File: src/rtl/cm_sysctl.sv
module cm_sysctl #(
  parameter int unsigned MEM_MB = 128,
  parameter logic [87:0] MODULE_NAME = "CORE-SDRAM1"
) (
  input  logic        clk,
  input  logic        rst_n,
  input  logic        ref_tick_i,
  input  logic        sel_i,
  input  logic        we_i,
  input  logic [8:0]  addr_i,
  input  logic [31:0] wdata_i,
  output logic [31:0] rdata_o,
  output logic        remap_o,
  output logic        led_o,
  output logic        rst_req_o,
  output logic        bad_acc_o
);
  localparam logic [31:0] ID_WORD   = 32'h411A3001;
  localparam logic [31:0] STAT_WORD = 32'h00100000;
  localparam logic [15:0] KEY       = 16'hA05F;
  localparam logic [31:0] SIZE_CODE = (MEM_MB >= 256) ? 32'h10 :
                                      (MEM_MB >= 128) ? 32'h0C :
                                      (MEM_MB >= 64)  ? 32'h08 :
                                      (MEM_MB >= 32)  ? 32'h04 : 32'h0;
  localparam logic [31:0] SDRAM_RST = 32'h00011122 | SIZE_CODE;
  localparam int unsigned NAME_LEN  = 11;
  localparam int unsigned NAME_LO   = 73 - 64;
  localparam int unsigned NAME_HI   = NAME_LO + NAME_LEN - 1;

  logic [31:0] osc_q, aux_q, sdram_q, init_q, flags_q, nvflags_q, cnt_q;
  logic [15:0] lock_q;
  logic [1:0]  ctrl_q;
  logic [6:0]  word;
  logic [5:0]  spd_idx;
  logic [7:0]  spd_byte;
  logic        unlocked, rd_hit, wr_hit, wr;

  assign word     = addr_i[8:2];
  assign spd_idx  = addr_i[7:2];
  assign unlocked = (lock_q == KEY);
  assign wr       = sel_i & we_i & wr_hit;
  assign remap_o  = ctrl_q[1];
  assign led_o    = ctrl_q[0];

  always_comb begin
    spd_byte = 8'h00;
    if (spd_idx >= 6'(NAME_LO) && spd_idx <= 6'(NAME_HI))
      spd_byte = MODULE_NAME[8*(NAME_HI - 32'(spd_idx)) +: 8];
  end

  always_comb begin
    rd_hit  = 1'b1;
    rdata_o = '0;
    if (addr_i[8]) begin
      if (!addr_i[7]) rdata_o = {24'b0, spd_byte};
    end else begin
      case (word)
        7'd0:  rdata_o = ID_WORD;
        7'd1:  rdata_o = '0;
        7'd2:  rdata_o = osc_q;
        7'd3:  rdata_o = {29'b0, ctrl_q[1], 1'b0, ctrl_q[0]};
        7'd4:  rdata_o = STAT_WORD;
        7'd5:  rdata_o = unlocked ? 32'h0001A05F : {16'b0, lock_q};
        7'd7:  rdata_o = aux_q;
        7'd8:  rdata_o = sdram_q;
        7'd9:  rdata_o = init_q;
        7'd10: rdata_o = cnt_q;
        7'd12: rdata_o = flags_q;
        7'd14: rdata_o = nvflags_q;
        7'd32, 7'd33, 7'd34, 7'd35: rdata_o = '0;
        default: rd_hit = 1'b0;
      endcase
    end
    if (we_i) rdata_o = '0;
  end

  always_comb begin
    wr_hit = 1'b0;
    if (!addr_i[8]) begin
      case (word)
        7'd1, 7'd2, 7'd3, 7'd5, 7'd7, 7'd8, 7'd9,
        7'd12, 7'd13, 7'd14, 7'd15,
        7'd32, 7'd33, 7'd34, 7'd35: wr_hit = 1'b1;
        default: wr_hit = 1'b0;
      endcase
    end
  end

  always_ff @(posedge clk or negedge rst_n) begin
    if (!rst_n) begin
      osc_q     <= 32'h01000048;
      aux_q     <= 32'h0007FEFF;
      sdram_q   <= SDRAM_RST;
      init_q    <= 32'h00000112;
      lock_q    <= '0;
      ctrl_q    <= '0;
      flags_q   <= '0;
      nvflags_q <= '0;
      rst_req_o <= 1'b0;
      bad_acc_o <= 1'b0;
    end else begin
      rst_req_o <= wr && word == 7'd3 && wdata_i[3];
      bad_acc_o <= sel_i && (we_i ? !wr_hit : !rd_hit);
      if (wr) begin
        case (word)
          7'd2:  if (unlocked) osc_q <= wdata_i;
          7'd3:  ctrl_q <= {wdata_i[2], wdata_i[0]};
          7'd5:  lock_q <= wdata_i[15:0];
          7'd7:  if (unlocked) aux_q <= wdata_i;
          7'd8:  sdram_q <= wdata_i;
          7'd9:  init_q <= wdata_i;
          7'd12: flags_q <= flags_q | wdata_i;
          7'd13: flags_q <= flags_q & ~wdata_i;
          7'd14: nvflags_q <= nvflags_q | wdata_i;
          7'd15: nvflags_q <= nvflags_q & ~wdata_i;
          default: ;
        endcase
      end
    end
  end

  always_ff @(posedge clk or negedge rst_n) begin
    if (!rst_n) cnt_q <= '0;
    else if (ref_tick_i) cnt_q <= cnt_q + 32'd1;
  end
endmodule

File: config.mk
export PLATFORM = sky130hd
export DESIGN_NAME = cm_sysctl
export DESIGN_NICKNAME = d
export VERILOG_FILES = /design/src/rtl/cm_sysctl.sv
export SDC_FILE = /design/constraint.sdc
export NUM_CORES = 1
export LEC_CHECK = 0
export BUFFER_PORTS_ARGS = -buffer_cell sky130_fd_sc_hd__buf_2
export CELL_PAD_IN_SITES_DETAIL_PLACEMENT = 1
export CELL_PAD_IN_SITES_GLOBAL_PLACEMENT = 2
export CORE_AREA = 5 5 180 182
export CTS_BUF_LIST = sky130_fd_sc_hd__clkbuf_4
export DETAILED_ROUTE_END_ITERATION = 6
export DIE_AREA = 0 0 185 187
export PLACE_DENSITY = 0.75
export SYNTH_ARGS = -nofsm -noshare
export SYNTH_HDL_FRONTEND = slang
export SYNTH_SLANG_ARGS = --single-unit
export TNS_END_PERCENT = 5
File: constraint.sdc
create_clock -name clk -period 2.8 [get_ports clk]
set_input_delay 0.14 -clock clk [delete_from_list [all_inputs] [get_ports clk]]
set_output_delay 0.14 -clock clk [all_outputs]
set_load 0.02 [all_outputs]
==> results of run 1 <==
==> power by group through the flow <==
stage | clock network [W] | registers (W) | logic, W
floorplan | 0 | 0.00373 | 0.000227
global placement | 0 | 0.00376 | 0.000475
detailed placement | 0 | 0.00376 | 0.000487
CTS | 0.00350 | 0.00369 | 0.000533
global route | 0.00370 | 0.00371 | 0.000583
finish | 0.00336 | 0.00370 | 0.000523
==> synth_stat cells, types with 3 or more instances <==
cell / number
a21oi_1: 27
a221oi_1: 11
a222oi_1: 13
a22oi_1: 37
a31oi_1: 22
a32oi_1: 3
a41oi_1: 3
and2_1: 4
and3_1: 11
and4_1: 5
buf_1: 4
buf_2: 22
buf_4: 5
clkbuf_1: 33
dfrtp_1: 213
dfstp_2: 31
ha_1: 6
inv_1: 9
mux2_1: 27
mux2_2: 193
mux2i_1: 25
nand2_1: 91
nand2b_1: 5
nand3_1: 22
nand4_1: 9
nor2_1: 37
nor2b_1: 8
nor3_1: 11
nor4_1: 4
o211a_1: 3
o21ai_0: 17
o2bb2ai_1: 5
xnor2_1: 22
xor2_1: 9
==> worst max-delay path: stages (launching register included) <==
cell and delay [ns]:
dfrtp_1 0.40, or4b_4 0.56, nor4_2 0.27, buf_4 0.17
a222oi_1 0.09, a21oi_1 0.20, buf_2 0.20
==> layer usage <==
layer	global-route usage, %	routed length, um	share of wire (%)	up-vias
li1	-	-	-	4008
met1	28.8	16100	46	4594
met2	32.4	16600	48	210
met3	3.89	1580	4.5	59
met4	6.69	740	2.1	0
met5	0	0	0	-
==> timing repair <==
item | CTS | global route
buffers inserted | 1 | 0
endpoints found under the hold margin | 329 | 0
resized for setup | 3 | 1
hold buffers | 37 | 0
setup endpoints to repair | 3 | 3
pin swaps | 0 | 0
cloned | 0 | 0
==> logic make-up after synthesis <==
logic type / after synthesis
AO/OA/AOI/OAI: 160
buffers and inverters: 73
AND/OR/NAND/NOR: 222
XOR/XNOR: 31
multiplexers: 245
flip-flops: 244
adder cells (fa/ha/maj): 6
==> stage by stage <==
step	hold WS (ns)	utilization [%]	std cells	total power [W]	instance area, sq um
floorplan	-0.156	-	981	0.00396	11800
global route	0.116	47.0	1607	0.00799	14300
CTS	0.0255	46.9	1606	0.00772	14300
detailed placement	0.204	42.7	1443	0.00424	13000
global placement	0.202	42.7	1443	0.00423	13000
finish	0.0832	47.0	1607	0.00758	14300
==> layout make-up <==
type / count / area [sq um]
fillers: 3268 / 16100
flip-flops and latches: 244 / 6140
multi-input cells: 664 / 5400
repair buffers: 168 / 1310
clock buffers: 113 / 848
well taps: 396 / 495
clock inverters: 12 / 57.6
inverters: 9 / 33.8
diodes: 1 / 2.50
==> how the worst max path moves through the flow <==
stage                      startpoint          end
5_1_grt        lock_q[11]$_DFFE_PN0P_  rdata_o[16]
3_3_place_gp                addr_i[4]  rdata_o[11]
3_5_place_dp                addr_i[4]  rdata_o[17]
2_1_floorplan               addr_i[4]  rdata_o[26]
4_1_cts         lock_q[8]$_DFFE_PN0P_   rdata_o[7]
6_report        lock_q[8]$_DFFE_PN0P_  rdata_o[16]
==> reports/results.tsv, run 1 <==
stage	metric	value	unit
run_status	outcome	completed	
synthesis	sequential area share after synthesis	52.1	%
synthesis	Yosys top cell by area	dfrtp_1	
floorplan	Core Footprint	30400	sq um
hold_path	Worst Hold Class	input port to async pin	
cts	Clk pin slew, worst setup/hold paths	0.06	ns
synthesis	Cell variety after synth	61	
synthesis	post-synthesis xor/xnor area fraction	2.30	%
finish	most common cell after layout, fill and taps aside	dfrtp_1	
floorplan	Die X-Extent	185	um
sta	f_max	373	MHz
synthesis	Avg Cell Area, Syn	12.0	sq um
sta	setup TNS	0	ns
power	Power Internal	0.00563	W
power	Net Sw Frac	25.7	%
floorplan	row count	64	
route	WL per Instance	21.8	um
worst_setup_path	FF-to-FF Start	lock_q[8]$_DFFE_PN0P_	
cts	Root Driver	clkbuf_4	
synthesis	Synth Area in Simple Gates	9.34	%
route	Detailed Route WL	35000	um
job	Max-cap violations	0	
place	HPWL after DPL	22600	um
synthesis	Yosys reg bits	244	
sta	RSZ-0062 raised after global routing	yes	
worst_setup_path	CP endpoint kind	output pin	
synthesis	Syn Nets	1033	
global_routing	first-pass GRT wire length	56300	um
synthesis	compound-gate portion of the synthesized area	9.83	%
route	initial DRC count	532	
sta	Max Slew Vio Count	0	
floorplan	Initial Util	38.8	%
synthesis	adder-cell share of the synthesized area	0.636	%
floorplan	die height	187	um
synthesis	mux share of post-synthesis cell area	23.1	%
route	via/cell ratio	5.52	
sta	Worst-Margin Slew	0.748	ns
finish	Layout area overhead	21.1	%
sta	fin crit period	2.68	ns
global_routing	vias in the first global route	9637	
cts	H-tree levels	3	
worst_setup_path	R2R depth	7	
cts	TritonCTS clock tree	done	
sta	# setup viols final	0	
floorplan	Die Footprint	34600	sq um
cts	clock sink count	244	
sta	final setup margin	0.116	ns
synthesis	dominant synthesized flop cell	dfrtp_1	
worst_setup_path	CP Launch Type	flop	
power	Clock Power Share	44.3	%
route	drt pass-1 iters	5	
sta	Final Cycle Share	95.9	%
finish	most frequent cells in the layout	213 x dfrtp_1, 193 x mux2_2, 113 x clkbuf_4	
cts	CTS Buf Count	70	
finish	layout cells sized above 1	40.5	%
cts	clk buf depth	3	
sta	Layout Skew	0.0669	ns
place	GPL Wtd Cong	0.778	
global_routing	overflow left after global routing	0	
worst_setup_path	reg-to-reg setup timing slack	0.37	ns
route	DRC	0	
sta	Final Hold Vio Count	0	
synthesis	largest family of logic cells by synthesized area	multiplexers	
power	standby leakage power	6.75	nW
worst_setup_path	critical path data arrival time	2.54	ns
worst_setup_path	Worst EP required	2.66	ns
power	Comb power frac	6.9	%
synthesis	number of synthesis warnings	0	
power	Power Density	531	nW/um^2
power	Flop pwr share	48.8	%
place	pre-CTS setup slack	0.279	ns
floorplan	# IOs	82	
finish	NumNets Final	1209	
worst_setup_path	CP Max Fanout	3	
worst_setup_path	critical path class	flop to output pin	
worst_setup_path	worst r2r dst	aux_q[29]$_DFFE_PN0P_	
sta	max_slew headroom	50.1	%
synthesis	Post-synth ARST share	100	%
route	Detail Route Antenna Nets	0	
synthesis	Post-Syn Area	11800	sq um
synthesis	ranking of synthesized cells by area	dfrtp_1 45%, mux2_2 18%, dfstp_2 6.9%	
synthesis	top cell type's share of synthesized area	45.2	%
power	Max VDD drop	0.000218	V
global_routing	Total GRT Usage	20.6	%
place	port bufs	79	
synthesis	Post-synth EDFFs	0	
synthesis	Synth Instances	981	
power	sw power	0.00195	W
global_routing	largest net degree at the start of global routing	84	
global_routing	initial antenna violation count	1	
route	Vias	8871	
cts	worst-skew pair later-pin latency	0.70	ns
(Power assumes the default switching activity.)
==> run 2, diff against run 1 <==
--- a/config.mk
+++ b/config.mk
@@ -8,11 +8,11 @@
 export BUFFER_PORTS_ARGS = -buffer_cell sky130_fd_sc_hd__buf_2
 export CELL_PAD_IN_SITES_DETAIL_PLACEMENT = 1
 export CELL_PAD_IN_SITES_GLOBAL_PLACEMENT = 2
-export CORE_AREA = 5 5 180 182
+export CORE_AREA = 5 5 190 192
 export CTS_BUF_LIST = sky130_fd_sc_hd__clkbuf_4
 export DETAILED_ROUTE_END_ITERATION = 6
-export DIE_AREA = 0 0 185 187
-export PLACE_DENSITY = 0.75
+export DIE_AREA = 0 0 195 197
+export PLACE_DENSITY = 0.68
 export SYNTH_ARGS = -nofsm -noshare
 export SYNTH_HDL_FRONTEND = slang
 export SYNTH_SLANG_ARGS = --single-unit
==> reports/results.tsv, run 2 (synthesis results as in run 1) <==
stage	metric	value	unit	change
run_status	outcome	completed		
cts	Clk pin slew, worst setup/hold paths	0.06	ns	about the same
floorplan	Core Footprint	34200	sq um	+12%
finish	Final Cell Area	14600	sq um	+1.9%
floorplan	die height	197	um	+5.3%
place	placed cell areas	13100	sq um	+0.88%
route	Vias	8883		+0.14%
finish	register area	6140	sq um	unchanged
worst_setup_path	critical path class	flop to output pin		
worst_setup_path	Top delay family on crit path	simple AND/OR/NAND/NOR gates		
sta	Max Slew Vio Count	0		unchanged
place	HPWL after DPL	23600	um	+4.2%
place	dpl cells	1504		+4.2%
worst_setup_path	CP Max Fanout	3		unchanged
cts	TritonCTS clock tree	done		
floorplan	row count	68		+6.3%
hold_path	Worst Hold Class	input port to async pin		
cts	H-tree levels	3		unchanged
sta	f_max	363	MHz	-2.5%
worst_setup_path	CP Launch Type	flop		
worst_setup_path	CP endpoint kind	output pin		
route	WL per Instance	21.9	um	+0.29%
global_routing	first-pass GRT wire length	58000	um	+3.0%
worst_setup_path	Slowest-stage cell, CP	or4b_4		
sta	Layout Skew	0.0544	ns	-0.0125 ns
sta	Worst-Margin Slew	0.802	ns	+0.0535 ns
worst_setup_path	Bufs and invs on worst path	2		unchanged
floorplan	Die X-Extent	195	um	+5.4%
finish	multi-input logic area	5410	sq um	+0.28%
power	Max VDD drop	0.000297	V	+37%
finish	Layout area overhead	23.3	%	
route	Detail Route Antenna Nets	0		unchanged
global_routing	largest net degree at the start of global routing	67		-20%
power	standby leakage power	6.84	nW	+1.4%
finish	most frequent cells in the layout	213 x dfrtp_1, 193 x mux2_2, 114 x clkbuf_4		
place	port bufs	79		unchanged
sta	setup TNS	0	ns	unchanged
route	drt pass-1 iters	5		unchanged
job	Max-cap violations	0		unchanged
place	GPL Wtd Cong	0.778		about the same
worst_setup_path	cells along the critical path	or4b_4 > nor4_4 > buf_4 > a222oi_1 > a21oi_1 > buf_4		
finish	NumNets Final	1216		+0.58%
worst_setup_path	cell repeated most along the worst path	buf_4		
worst_setup_path	CP max stage delay	0.58	ns	+0.02 ns
sta	final hold slack	0.0765	ns	-0.00673 ns
route	Detailed Route WL	36700	um	+4.7%
floorplan	Initial Util	34.5	%	-4.3 points
sta	RSZ-0062 raised after global routing	yes		
finish	Filler Cells Inserted	3675		+12%
cts	clk buf depth	3		unchanged
sta	# setup viols final	0		unchanged
finish	most common cell after layout, fill and taps aside	dfrtp_1		
floorplan	Die Footprint	38400	sq um	+11%
sta	Final Hold Vio Count	0		unchanged
route	via/cell ratio	5.29		-4.1%
sta	fin crit period	2.75	ns	+0.0684 ns
global_routing	initial antenna violation count	1		unchanged
global_routing	vias in the first global route	9592		-0.47%
global_routing	Total GRT Usage	19.2	%	-1.4 points
power	Power Density	542	nW/um^2	+2.1%
cts	worst-skew pair later-pin latency	0.71	ns	about the same
cts	clock sink count	244		unchanged
power	overall power	0.00789	W	+4.0%
sta	max_slew headroom	46.2	%	-3.9 points
worst_setup_path	Worst EP required	2.66	ns	about the same
worst_setup_path	critical path data arrival time	2.61	ns	+0.07 ns
finish	fin cells	1678		+4.4%
global_routing	overflow left after global routing	0		unchanged
cts	Root Driver	clkbuf_4		
route	DRC	0		unchanged
floorplan	# IOs	82		unchanged
route	initial DRC count	466		-12%
sta	Final Cycle Share	98.3	%	+2.4 points
finish	layout cells sized above 1	40.8	%	+0.26 points
cts	CTS Buf Count	71		+1.4%
[run 2: changes by cell type in the layout (fill, tap and decap cells not counted), moves of 2 or more]
cell	previous run	this run
clkinv_1	6	11
inv_2	4	1
buf_12	11	13
buf_4	42	46
bufinv_16	0	2
[run 2: area by class of cell]
class                           instances  area share, %
Clock inverter                         17          0.920
Antenna cell                            1         0.0172
Clock buffer                          114           5.88
Multi-Input combinational cell        664           37.2
Timing Repair Buffer                  174           9.61
Inverter                                9          0.232
Sequential cell                       244           42.2
Tap cell                              455           3.91
[run 2: repair_timing]
| action | in CTS | in global routing |
|---|---|---|
| buffers inserted | 1 | 3 |
| hold buffers | 38 | 0 |
| endpoints found under the hold margin | 436 | 0 |
| pin swaps | 1 | 5 |
| resized for setup | 5 | 2 |
| setup endpoints to repair | 3 | 3 |
[run 2: final timing paths]
path / from / to / slack [ns] / cells past startpoint
setup / recovery: lock_q[10]$_DFFE_PN0P_ / rdata_o[16] / 0.05 / 6
hold / removal: rst_n / aux_q[17]$_DFFE_PN1P_ / 0.08 / 2
setup reg to reg: lock_q[10]$_DFFE_PN0P_ / osc_q[0]$_DFFE_PN0P_ / 0.31 / 7
hold reg to reg: cnt_q[31]$_DFFE_PN0P_ / cnt_q[31]$_DFFE_PN0P_ / 0.47 / 1
max in group asynchronous: rst_n / aux_q[18]$_DFFE_PN1P_ / 2.18 / 3
min in group clk: addr_i[3] / rst_req_o$_DFF_PN0_ / 0.21 / 6
[run 2: routing by layer]
| layer | GRT usage, % | vias up | part of all wire, % |
|---|---|---|---|
| li1 | - | 4043 | - |
| met2 | 31.5 | 189 | 48 |
| met3 | 3.86 | 40 | 4.6 |
| met5 | 0 | - | 0 |
| met4 | 4.19 | 0 | 1.1 |
| met1 | 26.5 | 4611 | 46 |
[run 2: worst reg2reg max path: stages, from the launching register on]
cell and delay (ns):
dfrtp_1 0.40, or4b_4 0.58, nor4_4 0.26, buf_4 0.17
buf_4 0.13, o2111ai_4 0.10, buf_4 0.33, mux2_1 0.39
[run 2: power by group]
group / internal, W / switching, W / leakage (nW) / total [W]
Clock: 0.00204 / 0.00161 / 0.579 / 0.00365
Sequential: 0.00360 / 0.000103 / 3.26 / 0.00370
Combinational: 0.000210 / 0.000326 / 3.00 / 0.000537
Total: 0.00585 / 0.00204 / 6.84 / 0.00789
[run 2: metrics by stage]
step	util [%]	setup slack (ns)
2_1_floorplan	-	0.429
3_5_place_dp	38.3	0.183
6_report	42.5	0.0475
3_3_place_gp	38.3	0.219
5_1_grt	42.5	-0.0757
4_1_cts	42.4	-0.0215
